--- src/rtl/xmb_pkg.sv ---
package xmb_pkg;
  typedef enum logic [1:0] {
    ACC_FETCH = 2'd0,
    ACC_READ  = 2'd1,
    ACC_WRITE = 2'd2,
    ACC_READX = 2'd3
  } acc_kind_e;

  typedef enum logic [2:0] {
    PH_IDLE,
    PH_INT,
    PH_ALE,
    PH_HOLD,
    PH_STRB,
    PH_TAIL
  } phase_e;
endpackage

--- src/rtl/xmb_seq.sv ---
module xmb_seq
  import xmb_pkg::*;
#(
  parameter int ALE_PERIODS  = 3,
  parameter int STRB_PERIODS = 4,
  parameter int CW           = 3
) (
  input  logic          clk,
  input  logic          rst_n,
  input  logic          start_ext,
  input  logic          start_int,
  input  logic          stretchable,
  input  logic          wait_in,
  output phase_e        phase,
  output logic [CW-1:0] cnt,
  output logic          strobe_last
);
  localparam logic [CW-1:0] ALE_END  = CW'(ALE_PERIODS - 1);
  localparam logic [CW-1:0] STRB_END = CW'(STRB_PERIODS - 1);

  phase_e        ph_nx;
  logic [CW-1:0] cnt_nx;
  logic          hold_strb;

  assign hold_strb   = stretchable && wait_in;
  assign strobe_last = (phase == PH_STRB) && (cnt == STRB_END) && !hold_strb;

  always_comb begin
    ph_nx  = phase;
    cnt_nx = cnt;
    unique case (phase)
      PH_IDLE: begin
        cnt_nx = '0;
        if (start_ext)      ph_nx = PH_ALE;
        else if (start_int) ph_nx = PH_INT;
      end
      PH_INT:  ph_nx = PH_IDLE;
      PH_ALE: begin
        if (cnt == ALE_END) begin
          ph_nx  = PH_HOLD;
          cnt_nx = '0;
        end else begin
          cnt_nx = cnt + 1'b1;
        end
      end
      PH_HOLD: begin
        ph_nx  = PH_STRB;
        cnt_nx = '0;
      end
      PH_STRB: begin
        if (cnt == STRB_END) begin
          if (!hold_strb) begin
            ph_nx  = PH_TAIL;
            cnt_nx = '0;
          end
        end else begin
          cnt_nx = cnt + 1'b1;
        end
      end
      PH_TAIL: ph_nx = PH_IDLE;
      default: begin
        ph_nx  = PH_IDLE;
        cnt_nx = '0;
      end
    endcase
  end

  always_ff @(posedge clk or negedge rst_n) begin
    if (!rst_n) begin
      phase <= PH_IDLE;
      cnt   <= '0;
    end else begin
      phase <= ph_nx;
      cnt   <= cnt_nx;
    end
  end
endmodule

--- src/rtl/xmb_req_hold.sv ---
module xmb_req_hold
  import xmb_pkg::*;
#(
  parameter int AW = 16,
  parameter int DW = 8
) (
  input  logic          clk,
  input  logic          rst_n,
  input  logic          load,
  input  logic [1:0]    kind_in,
  input  logic [AW-1:0] addr_in,
  input  logic [DW-1:0] wdata_in,
  output acc_kind_e     kind,
  output logic [AW-1:0] addr,
  output logic [DW-1:0] wdata
);
  always_ff @(posedge clk or negedge rst_n) begin
    if (!rst_n) begin
      kind  <= ACC_FETCH;
      addr  <= '0;
      wdata <= '0;
    end else if (load) begin
      kind  <= acc_kind_e'(kind_in);
      addr  <= addr_in;
      wdata <= wdata_in;
    end
  end
endmodule

--- src/rtl/xmb_pin_map.sv ---
module xmb_pin_map
  import xmb_pkg::*;
#(
  parameter int AW          = 16,
  parameter int DW          = 8,
  parameter int ALE_PERIODS = 3,
  parameter int ADDR_LEAD   = 2,
  parameter int CW          = 3
) (
  input  phase_e        phase,
  input  logic [CW-1:0] cnt,
  input  acc_kind_e     kind,
  input  logic [AW-1:0] addr,
  input  logic [DW-1:0] wdata,
  output logic          ale,
  output logic          psen_n,
  output logic          rd_n,
  output logic          wr_n,
  output logic [DW-1:0] ad_out,
  output logic          ad_oe,
  output logic [AW-DW-1:0] a_hi
);
  logic lead_win;
  logic addr_drv;
  logic data_drv;
  logic strb_on;

  generate
    if (ADDR_LEAD >= ALE_PERIODS) begin : g_full_lead
      assign lead_win = 1'b1;
    end else begin : g_part_lead
      localparam logic [CW-1:0] LEAD_FROM = CW'(ALE_PERIODS - ADDR_LEAD);
      assign lead_win = (cnt >= LEAD_FROM);
    end
  endgenerate

  assign ale      = (phase == PH_ALE);
  assign strb_on  = (phase == PH_STRB);
  assign addr_drv = (ale && lead_win) || (phase == PH_HOLD);
  assign data_drv = (kind == ACC_WRITE) && (strb_on || phase == PH_TAIL);

  assign psen_n = !(strb_on && kind == ACC_FETCH);
  assign wr_n   = !(strb_on && kind == ACC_WRITE);
  assign rd_n   = !(strb_on && (kind == ACC_READ || kind == ACC_READX));

  assign ad_oe  = addr_drv || data_drv;
  assign ad_out = addr_drv ? addr[DW-1:0] : (data_drv ? wdata : '0);
  assign a_hi   = addr[AW-1:DW];
endmodule

--- src/rtl/xmb_rsp.sv ---
module xmb_rsp #(
  parameter int DW = 8
) (
  input  logic          clk,
  input  logic          rst_n,
  input  logic          ext_done,
  input  logic          is_write,
  input  logic          int_done,
  input  logic [DW-1:0] ad_in,
  output logic          rsp_valid,
  output logic [DW-1:0] rsp_data,
  output logic          rsp_ext
);
  always_ff @(posedge clk or negedge rst_n) begin
    if (!rst_n) begin
      rsp_valid <= 1'b0;
      rsp_data  <= '0;
      rsp_ext   <= 1'b0;
    end else begin
      rsp_valid <= ext_done || int_done;
      rsp_ext   <= ext_done;
      rsp_data  <= (ext_done && !is_write) ? ad_in : '0;
    end
  end
endmodule

--- src/rtl/xmem_mux_bus.sv ---
module xmem_mux_bus
  import xmb_pkg::*;
#(
  parameter int          AW           = 16,
  parameter int          DW           = 8,
  parameter int          ALE_PERIODS  = 3,
  parameter int          ADDR_LEAD    = 2,
  parameter int          STRB_PERIODS = 4,
  parameter logic [15:0] INT_ROM_TOP  = 16'hC000
) (
  input  logic          clk,
  input  logic          rst_n,
  input  logic          req_valid,
  output logic          req_ready,
  input  logic [1:0]    req_kind,
  input  logic [AW-1:0] req_addr,
  input  logic [DW-1:0] req_wdata,
  output logic          rsp_valid,
  output logic [DW-1:0] rsp_data,
  output logic          rsp_ext,
  input  logic          ea_n,
  input  logic          wait_in,
  output logic          ale,
  output logic          psen_n,
  output logic          rd_n,
  output logic          wr_n,
  output logic [DW-1:0] ad_out,
  output logic          ad_oe,
  input  logic [DW-1:0] ad_in,
  output logic [AW-DW-1:0] a_hi
);
  localparam int MAXP = (ALE_PERIODS > STRB_PERIODS) ? ALE_PERIODS : STRB_PERIODS;
  localparam int CW   = $clog2(MAXP + 1);

  phase_e        phase;
  logic [CW-1:0] cnt;
  logic          strobe_last;
  acc_kind_e     kind_q;
  logic [AW-1:0] addr_q;
  logic [DW-1:0] wdata_q;
  logic          accept;
  logic          int_hit;
  logic          start_ext;
  logic          start_int;

  assign req_ready = (phase == PH_IDLE);
  assign accept    = req_valid && req_ready;
  assign int_hit   = (req_kind == 2'(ACC_FETCH)) && ea_n && (req_addr < AW'(INT_ROM_TOP));
  assign start_ext = accept && !int_hit;
  assign start_int = accept && int_hit;

  xmb_req_hold #(.AW(AW), .DW(DW)) u_hold (
    .clk(clk), .rst_n(rst_n), .load(start_ext),
    .kind_in(req_kind), .addr_in(req_addr), .wdata_in(req_wdata),
    .kind(kind_q), .addr(addr_q), .wdata(wdata_q)
  );

  xmb_seq #(.ALE_PERIODS(ALE_PERIODS), .STRB_PERIODS(STRB_PERIODS), .CW(CW)) u_seq (
    .clk(clk), .rst_n(rst_n), .start_ext(start_ext), .start_int(start_int),
    .stretchable(kind_q != ACC_FETCH), .wait_in(wait_in),
    .phase(phase), .cnt(cnt), .strobe_last(strobe_last)
  );

  xmb_pin_map #(.AW(AW), .DW(DW), .ALE_PERIODS(ALE_PERIODS),
                .ADDR_LEAD(ADDR_LEAD), .CW(CW)) u_pins (
    .phase(phase), .cnt(cnt), .kind(kind_q), .addr(addr_q), .wdata(wdata_q),
    .ale(ale), .psen_n(psen_n), .rd_n(rd_n), .wr_n(wr_n),
    .ad_out(ad_out), .ad_oe(ad_oe), .a_hi(a_hi)
  );

  xmb_rsp #(.DW(DW)) u_rsp (
    .clk(clk), .rst_n(rst_n), .ext_done(strobe_last),
    .is_write(kind_q == ACC_WRITE), .int_done(start_int), .ad_in(ad_in),
    .rsp_valid(rsp_valid), .rsp_data(rsp_data), .rsp_ext(rsp_ext)
  );
endmodule

--- config.mk ---
export PLATFORM = sky130hd
export DESIGN_NAME = xmem_mux_bus
export DESIGN_NICKNAME = d
export VERILOG_FILES = /design/src/rtl/xmb_pkg.sv /design/src/rtl/xmb_seq.sv /design/src/rtl/xmb_req_hold.sv /design/src/rtl/xmb_pin_map.sv /design/src/rtl/xmb_rsp.sv /design/src/rtl/xmem_mux_bus.sv
export SDC_FILE = /design/constraint.sdc
export NUM_CORES = 1
export LEC_CHECK = 0
export CAP_MARGIN = 30
export CORE_MARGIN = 2
export CORE_UTILIZATION = 50
export CTS_BUF_LIST = sky130_fd_sc_hd__clkbuf_8
export DETAILED_ROUTE_END_ITERATION = 8
export PLACE_DENSITY = 0.87
export SLEW_MARGIN = 20
export SYNTH_ARGS = -nofsm -noshare
export SYNTH_HDL_FRONTEND = slang
export SYNTH_HIERARCHICAL = 1
export SYNTH_SLANG_ARGS = --single-unit
--- constraint.sdc ---
create_clock -name clk -period 3.1 [get_ports clk]
set_input_delay 0.465 -clock clk [delete_from_list [all_inputs] [get_ports clk]]
set_output_delay 0.465 -clock clk [all_outputs]
set_load 0.005 [all_outputs]
==> After elaboration in Yosys (flattened, before gate mapping) <==
Index checks and enable logic that the tools add are counted.
{ "word_totals": {"reg_bits": 42, "in_bits": 39} }
{ "classes": {"n_addsub": 1, "n_lt_le_gt_ge": 2, "eq_ne": 15, "mux": 13, "bitwise": 1, "reduce_logical": 32} }
{ "ops": {"columns": ["op", "n"], "rows": [
  ["$mux 3", 8],
  ["$mux 8", 3],
  ["$lt 16x16->1 const B", 1],
  ["$logic_and 1x1->1", 14],
  ["$eq 3x2->1 const B", 4],
  ["$pmux 3 s4", 1],
  ["$pmux 3 s3", 1],
  ["$eq 3x3->1 const B", 2],
  ["$logic_not 1->1", 6],
  ["$ne 2x2->1 const B", 3],
  ["$logic_or 1x1->1", 5],
  ["$eq 2x2->1 const B", 2],
  ["$logic_not 2->1", 2],
  ["$reduce_and 4->1", 1],
  ["$add 3x1->3 const B", 1],
  ["$eq 3x1->1 const B", 1],
  ["$ge 3x1->1 const B", 1],
  ["$logic_not 3->1", 1],
  ["$ne 3x1->1 const B", 1],
  ["$ne 3x3->1 const B", 1],
  ["$eq 2x1->1 const B", 1],
  ["$reduce_and 2->1", 1],
  ["$reduce_bool 2->1", 1],
  ["$reduce_or 2->1", 1],
  ["$not 1->1", 1]
]} }

==> Logic depth before layout (Yosys ltp) <==
Gate-level depths: netlist of the first run.
{ "depth": {"word_depth": 7, "ltp_mapped": 6, "mapped_depth_nobuf": 6} }

==> Hierarchy <==
The synthesis of the first run kept the hierarchy.
{ "modules_own_cells": {"columns": ["module", "instances", "cells_per_inst", "area_per_inst_um2"], "rows": [
  ["xmb_req_hold", 1, 55, 1069.8],
  ["xmb_seq", 1, 38, 381.6],
  ["xmb_rsp", 1, 19, 326.6],
  ["xmb_pin_map", 1, 28, 245.2],
  ["xmem_mux_bus", 1, 9, 57.6]
]} }

==> Worst setup path before layout of the first run <==
OpenSTA, ideal clock, no wires.
{ "synth_timing": {"kind": "reg-to-reg", "start": "register u_seq.phase[0]", "end": "register u_hold.addr[0]", "arrival_ns": 1.876, "required_ns": 2.975, "setup_slack_ns": 1.099, "path_stages_with_launch": 6, "synth_period_minus_slack_ns": 2.001, "path_cell_list": "dfrtp_1 > or4b_1 > a31oi_1 > buf_6 > buf_12 > mux2_4"} }
{ "synth_between": {"elab_chain_cells": 3} }
{ "synth_lines": {"columns": ["element", "line", "rtl"], "rows": [
  ["start, declared", "xmb_seq.sv:14", "output phase_e phase,"],
  ["start signal, assigned", "xmb_seq.sv:73", "phase <= ph_nx;"],
  ["$logic_not 3->1", "xmem_mux_bus.sv:46", "assign req_ready = (phase == PH_IDLE);"],
  ["$logic_and 1x1->1", "xmem_mux_bus.sv:47", "assign accept = req_valid && req_ready;"],
  ["$logic_and 1x1->1", "xmem_mux_bus.sv:49", "assign start_ext = accept && !int_hit;"],
  ["named net start_ext", "xmem_mux_bus.sv:43", "logic start_ext;"],
  ["end signal, assigned", "xmb_req_hold.sv:24", "addr <= addr_in;"],
  ["end, declared", "xmb_req_hold.sv:14", "output logic [AW-1:0] addr,"]
]} }
The timed path passes the listed nets, and every way through them passes these cells.
A chain may end at the register's enable or synchronous reset.

==> Worst setup path after layout of the first run <==
{ "layout_timing": {"start": "register u_seq.phase[0]", "end": "output port ad_out[1]"} }
{ "layout_between": {"elab_chain_cells": 5, "word_cells_on_any_way": 10, "classes_between": "eq/ne (4); mux (2); reduce/logical (4)"} }
{ "layout_lines": {"columns": ["element", "line", "rtl"], "rows": [
  ["$eq 3x3->1 (on tied branches)", "xmb_pin_map.sv:38, xmb_pin_map.sv:40", null],
  ["$logic_or 1x1->1", "xmb_pin_map.sv:40", "assign data_drv = (kind == ACC_WRITE) && (strb_on || phase == PH_TAIL);"],
  ["$logic_and 1x1->1", "xmb_pin_map.sv:40", null],
  ["$mux 8", "xmb_pin_map.sv:47", "assign ad_out = addr_drv ? addr[DW-1:0] : (data_drv ? wdata : '0);"],
  ["$mux 8 *", "xmb_pin_map.sv:47", null],
  ["end, declared", "xmem_mux_bus.sv:27", "output logic [DW-1:0] ad_out,"]
]} }
Mark *: on every way between the ends. The rest lies on a longest branch, timed or not.

==> results of run 1 <==
[worst max-delay path by stage]
stage	slack, ps	to	cells past startpoint
after floorplan	1100	u_hold/addr[0]$_DFFE_PN0P_	5
after global placement	690	u_seq/phase[0]$_DFFE_PN0P_	8
after detailed placement	590	u_seq/phase[0]$_DFFE_PN0P_	8
after CTS	360	ad_out[1]	3
after global routing	270	ad_out[1]	3
final	350	ad_out[1]	3
[registers in the layout, indices dropped and copies added, names as in the netlist]
register,flops
u_rsp/rsp_valid,1
u_hold/kind,2
u_rsp/rsp_ext,1
u_seq/cnt,3
u_seq/phase,3
u_hold/addr,16
u_hold/wdata,8
u_rsp/rsp_data,8
[Yosys cell counts, types with 2 or more instances]
cell	count	area (um2)
buf_4	9	67.6
mux2_4	20	300
nand2b_1	2	12.5
buf_6	2	22.5
and3b_1	9	78.8
o21ai_0	3	15.0
nor2_1	2	7.51
clkbuf_1	2	7.51
ha_1	4	50.1
mux2_2	6	67.6
nor3_1	2	10.0
buf_12	2	40.0
nor2b_1	4	25.0
dfrtp_1	42	1050
nand2_1	5	18.8
a32o_2	8	90.1
inv_1	4	15.0
a31oi_1	2	12.5
[power by group through the flow]
stage | Sequential [W] | Clock (W) | Combinational, W
CTS | 0.000934 | 0.000364 | 0.00106
detailed placement | 0.000943 | 0 | 0.00105
floorplan | 0.000871 | 0 | 0.000782
global route | 0.000968 | 0.000386 | 0.00114
global placement | 0.000922 | 0 | 0.00100
finish | 0.000938 | 0.000354 | 0.00106
[logic make-up after synthesis]
logic type,Yosys count,share of synthesized area [%]
compound gates,20,8.30
fa+ha+maj,4,2.41
buf+inv,19,7.34
flops,42,50.5
mux,26,17.7
simple gates,38,13.8
[routing by layer]
metal,GRT usage (%),vias to the layer above,part of all wire (%)
met1,26.6,730,38
li1,-,667,-
met2,40.1,53,54
met5,0,-,0
met4,10.3,0,2.6
met3,4.38,14,5.3
[layout make-up]
class,instances,area [um2]
Fill cell,259,1130
Tap cell,50,62.6
Timing Repair Buffer,75,753
Inverter,4,15.0
Clock inverter,2,8.76
Sequential cell,42,1050
Clock buffer,6,82.6
Multi-Input combinational cell,88,898
[through the flow]
step                      cells  power (W)  cell area, um2  worst slack [ps]  hold slack (ps)
after floorplan             149    0.00165            2080              1100              169
after global placement      258    0.00193            2750               689              489
after detailed placement    258    0.00199            2750               593              493
after CTS                   266    0.00236            2840               359              327
after global routing        267    0.00250            2870               271              178
final                       267    0.00235            2870               351              141
[worst max-delay path: stages, from the launching register on]
cell and delay (ps):
dfrtp_1 540, or4_4 690, a32o_2 310, clkdlybuf4s50_1 440
[cell usage in the layout (no fill, tap or decap), types with 3 or more instances in the layout]
| cell type | count |
|---|---|
| mux2_2 | 6 |
| nor2b_1 | 4 |
| mux2_4 | 20 |
| clkdlybuf4s50_1 | 69 |
| inv_1 | 5 |
| clkbuf_8 | 6 |
| ha_1 | 4 |
| a32o_2 | 8 |
| o21ai_0 | 3 |
| buf_4 | 4 |
| nand2_1 | 5 |
| dfrtp_1 | 42 |
| and3b_1 | 9 |
==> impl_metrics.csv, run 1 <==
group,metric,value,unit
setup_path,worstSetupPathType,"reg2out",
logic_synthesis,synthesis.area,2080,um2
setup_path,start_kind,"flop",
floorplanning,die_area,4690,um2
clock_network,clk_pin_slew,70,ps
clock_network,cts-resized-gates,0,
clock_network,cts_hold_buf,0,
run,cap_violations,0,
floorplanning,core_area,4000,um2
power_and_ir_drop,cellLeakagePower,1.32,nW
layout,finish.utilization,71.8,%
logic_synthesis,ys_async_sr_fraction,100,%
clock_network,cts_tree,"built",
grt,antenna_found_initial,0,
layout,layout.nets,259,
floorplanning,initial_utilization,52.0,%
timing,clock_skew,3.50,ps
setup_path,cp_max_fo,14,
setup_path,endpoint_kind,"output port",
drt,ant_nets,0,
setup_path,rr_worst_depth,7,
grt,grt_pass1_wl,7620,um
power_and_ir_drop,power_density,818,nW/um2
grt,track_usage,22.7,%
power_and_ir_drop,p_sw_share,31.1,%
logic_synthesis,ys_ff_latch,42,
clock_network,insertion_delay,300,ps
drt,dr.pass1.iters,4,
logic_synthesis,yosys.cell_types.count,39,
timing,fin_setup_tns,0,ps
drt,drc,0,
timing,max-slew-margin-rel,64.1,%
floorplanning,dieHeight,68.5,um
logic_synthesis,syn_nets,192,
timing,finalMaxSlewViolations,0,
placement,place_congestion,0.865,
drt,wl_per_cell,18.3,um
timing,hold_viol,0,
clock_network,clockRootBuffer,"clkbuf_8",
clock_network,post_cts.repair.setup_buffers,0,
setup_path,r2r_slack,800,ps
clock_network,cts_inserted_buffers,5,
layout,drive_gt1_share,26.7,%
drt,vias,1464,
logic_synthesis,seq_area_frac_synth,50.5,%
setup_path,required,2630,ps
floorplanning,die_x,68.5,um
logic_synthesis,synthCells,149,
logic_synthesis,synth_top_flop_cell,"dfrtp_1",
timing,worst_pin_slew,539,ps
power_and_ir_drop,clockPowerShare,15.1,%
timing,finalSetupViolCount,0,
logic_synthesis,synth_edf_count,0,
logic_synthesis,avgSynthCellArea,14.0,um2
setup_path,cp_data_arrival_time,2280,ps
grt,grt_pass1_vias,1563,
power_and_ir_drop,seqPwrFrac,39.9,%
run_status,run_status,"complete, no violations",
power_and_ir_drop,p_int,0.00162,W
drt,post_drt_via_cell_ratio,5.48,
grt,grt_overflow,0,
clock_network,clock_path_buffers,2,
floorplanning,ioPinCount,71,
layout,antenna_cells,0,
logic_synthesis,yosysWarnings,6,
placement,hpwlAfterDp,3550,um
worst_hold_path,hold_path.class,"in2async",
timing,period_share,88.7,%
setup_path,reg2reg_from,"u_seq/phase[1]$_DFFE_PN0P_",
power_and_ir_drop,max-vdd-ir-drop,0.450,mV
clock_network,cts.sinks,42,
power_and_ir_drop,switchingPower,0.000731,W
drt,finalWirelength,4870,um
clock_network,cts-htree-levels,2,
placement,io_buffers,70,
timing,period_minus_slack,2750,ps
timing,grt_setup_unrepaired,"false",
timing,clock.fmax,0.364,GHz
setup_path,crit_start,"u_seq/phase[0]$_DFFE_PN0P_",
power_and_ir_drop,power_frac_comb,45.0,%
setup_path,worstReg2RegEnd,"u_seq/phase[0]$_DFFE_PN0P_",
layout,syn_to_final_growth,38.0,%
drt,drt-initial-drc-count,91,
floorplanning,rows,23,
grt,grt_max_degree,43,
No activity file was read; power rests on OpenSTA's default activity.
==> inputs of run 2 (changes only) <==
- CORE_UTILIZATION: 50 -> 47
- PLACE_DENSITY: 0.87 -> 0.82
- SLEW_MARGIN: 20 -> unset
- clock period: 3.1 -> 2.98 ns (I/O delays scaled with it)
==> run 2 against run 1 <==
Effect of this change:
- worst setup slack got worse by 92 ps
- clock skew rose by 5.9 ps
- sequential share of layout area fell by 0.27 points
- via count fell by 2.7%
- combinational power barely moved
- global-route usage fell by 4.1 points
- largest cell class unchanged
- largest power group unchanged
- highest routed layer unchanged
==> impl_metrics.csv, run 2 (synthesized netlist as in run 1, its figures left out) <==
group,metric,value,unit
setup_path,max_stage_delay,680,ps
layout,syn_to_final_growth,39.0,%
drt,post_drt_via_cell_ratio,5.32,
run_status,run_status,"complete, no violations",
timing,clock.fmax,0.368,GHz
timing,finalMaxSlewViolations,0,
setup_path,cp_top_family,"simple AND/OR/NAND/NOR gates",
clock_network,insertion_delay,300,ps
clock_network,clock_path_buffers,2,
clock_network,clockRootBuffer,"clkbuf_8",
layout,multi_input_area,898,um2
timing,hold_viol,0,
layout,layout.nets,258,
clock_network,cts_tree,"built",
floorplanning,core_area,4290,um2
clock_network,cts_inserted_buffers,5,
layout,regArea,1050,um2
timing,worst_pin_slew,917,ps
worst_hold_path,hold_path.class,"in2async",
layout,largest_reg_flops,16,
grt,met3_usage,4.70,%
placement,io_buffers,70,
timing,setup_ws,259,ps
layout,instances_no_fill,268,
clock_network,cts.sinks,42,
clock_network,post_cts.repair.setup_buffers,0,
power_and_ir_drop,finalPower,0.00258,W
power_and_ir_drop,max-vdd-ir-drop,0.327,mV
drt,dr.pass1.iters,4,
drt,drc,0,
grt,track_usage,18.6,%
layout,nFillCells,314,
drt,finalWirelength,4360,um
timing,clock_skew,9.41,ps
setup_path,slowest_stage,"or4_4",
setup_path,cp_data_arrival_time,2270,ps
setup_path,required,2530,ps
clock_network,cts-htree-levels,2,
setup_path,r2r_slack,700,ps
clock_network,clk_pin_slew,90,ps
placement,hpwlAfterDp,3100,um
drt,vias,1425,
timing,whs,287,ps
setup_path,path_buf_inv,1,
timing,fin_setup_tns,0,ps
timing,grt_setup_unrepaired,"false",
floorplanning,die_area,4980,um2
grt,grt_pass1_vias,1430,
placement,place_congestion,0.698,
timing,period_minus_slack,2720,ps
timing,max-slew-margin-rel,38.8,%
setup_path,worstSetupPathType,"reg2out",
floorplanning,initial_utilization,48.5,%
floorplanning,die_x,70.5,um
placement,dpl_worst_slack,484,ps
layout,reg.largest.list,"u_hold/addr: 16 flops, u_hold/wdata: 8 flops, u_rsp/rsp_data: 8 flops",
grt,busiest_layer,"met2",
grt,met1_usage,25.3,%
setup_path,path_cells,"or4_4 -> a32o_2 -> clkdlybuf4s50_1",
layout,final_cell_mix,"clkdlybuf4s50_1, dfrtp_1, mux2_4, and3b_1, a32o_2",
layout,antenna_cells,0,
clock_network,cts-resized-gates,0,
drt,drt-initial-drc-count,73,
drt,ant_nets,0,
power_and_ir_drop,power_density,891,nW/um2
grt,antenna_found_initial,0,
floorplanning,dieHeight,70.5,um
grt,grt_use_met2,29.6,%
floorplanning,ioPinCount,71,
timing,finalSetupViolCount,0,
grt,grt_pass1_wl,7260,um
layout,drive_gt1_share,26.9,%
setup_path,endpoint_kind,"output port",
setup_path,start_kind,"flop",
power_and_ir_drop,cellLeakagePower,1.33,nW
layout,final_common_cell,"clkdlybuf4s50_1",
floorplanning,rows,24,
placement,dp_cells,260,
clock_network,cts_hold_buf,0,
grt,grt_overflow,0,
drt,wl_per_cell,16.3,um
timing,period_share,91.3,%
grt,grt_max_degree,43,
run,cap_violations,0,
setup_path,rr_worst_depth,7,
layout,largest_register,"u_hold/addr",
setup_path,worstSetupPathDepth,3,
setup_path,cp_max_fo,14,
==> run 2: cell types whose count changed in the layout (fill, tap and decap cells not counted) <==
cell	delta
bufinv_16	+2
buf_16	-1
clkbuf_8	-1
clkinv_2	-1
clkinv_4	+1
inv_1	-1
==> run 2: layer usage <==
layer  part of all wire (%)  vias up
met5                      0        -
met4                    1.3        0
li1                       -      665
met1                     44      705
met2                     49       48
met3                    5.7        7
==> run 2: area by class of cell <==
| type | instances | area share (%) |
|---|---|---|
| well taps | 52 | 2.25 |
| clock inverters | 3 | 2.38 |
| flip-flops and latches | 42 | 36.3 |
| repair buffers | 74 | 25.1 |
| clock buffers | 5 | 2.38 |
| multi-input cells | 88 | 31.1 |
| inverters | 4 | 0.519 |
==> run 2: worst paths after layout <==
check / from / endpoint
setup / recovery: u_seq/phase[0]$_DFFE_PN0P_ / ad_out[6]
hold / removal: rst_n / u_seq/phase[1]$_DFFE_PN0P_
setup reg to reg: u_seq/phase[1]$_DFFE_PN0P_ / u_seq/phase[0]$_DFFE_PN0P_
hold reg to reg: u_hold/wdata[1]$_DFFE_PN0P_ / u_hold/wdata[1]$_DFFE_PN0P_
max in group asynchronous: rst_n / u_hold/addr[1]$_DFFE_PN0P_
min in group clk: u_hold/wdata[1]$_DFFE_PN0P_ / u_hold/wdata[1]$_DFFE_PN0P_
==> run 2: power by group <==
part | internal, W | leakage [nW] | total (W) | switching (W)
clock | 0.000336 | 0.0683 | 0.000536 | 0.000200
sequential | 0.000780 | 0.524 | 0.000968 | 0.000188
combinational | 0.000714 | 0.735 | 0.00107 | 0.000358
total | 0.00183 | 1.33 | 0.00258 | 0.000747
==> run 2: through the flow <==
| stage | util [%] | area, um2 |
|---|---|---|
| after floorplan | - | 2080 |
| after global placement | 64.2 | 2760 |
| after detailed placement | 64.2 | 2760 |
| after CTS | 67.4 | 2890 |
| after global routing | 67.4 | 2890 |
| final | 67.4 | 2890 |
==> run 2: worst reg2reg max path, stage by stage (launching register included) <==
cell and delay [ps]:
dfrtp_1 540, or4b_1 640, a31oi_4 280, buf_4 260
inv_1 60, a21oi_1 110, o21ai_0 80, and3b_1 190
==> inputs of run 3 (changes only) <==
- ABC_CLOCK_PERIOD_IN_PS: unset -> 2980
==> results of run 3 <==
No change in the layout: final DEF, timing and power equal those of run 2.
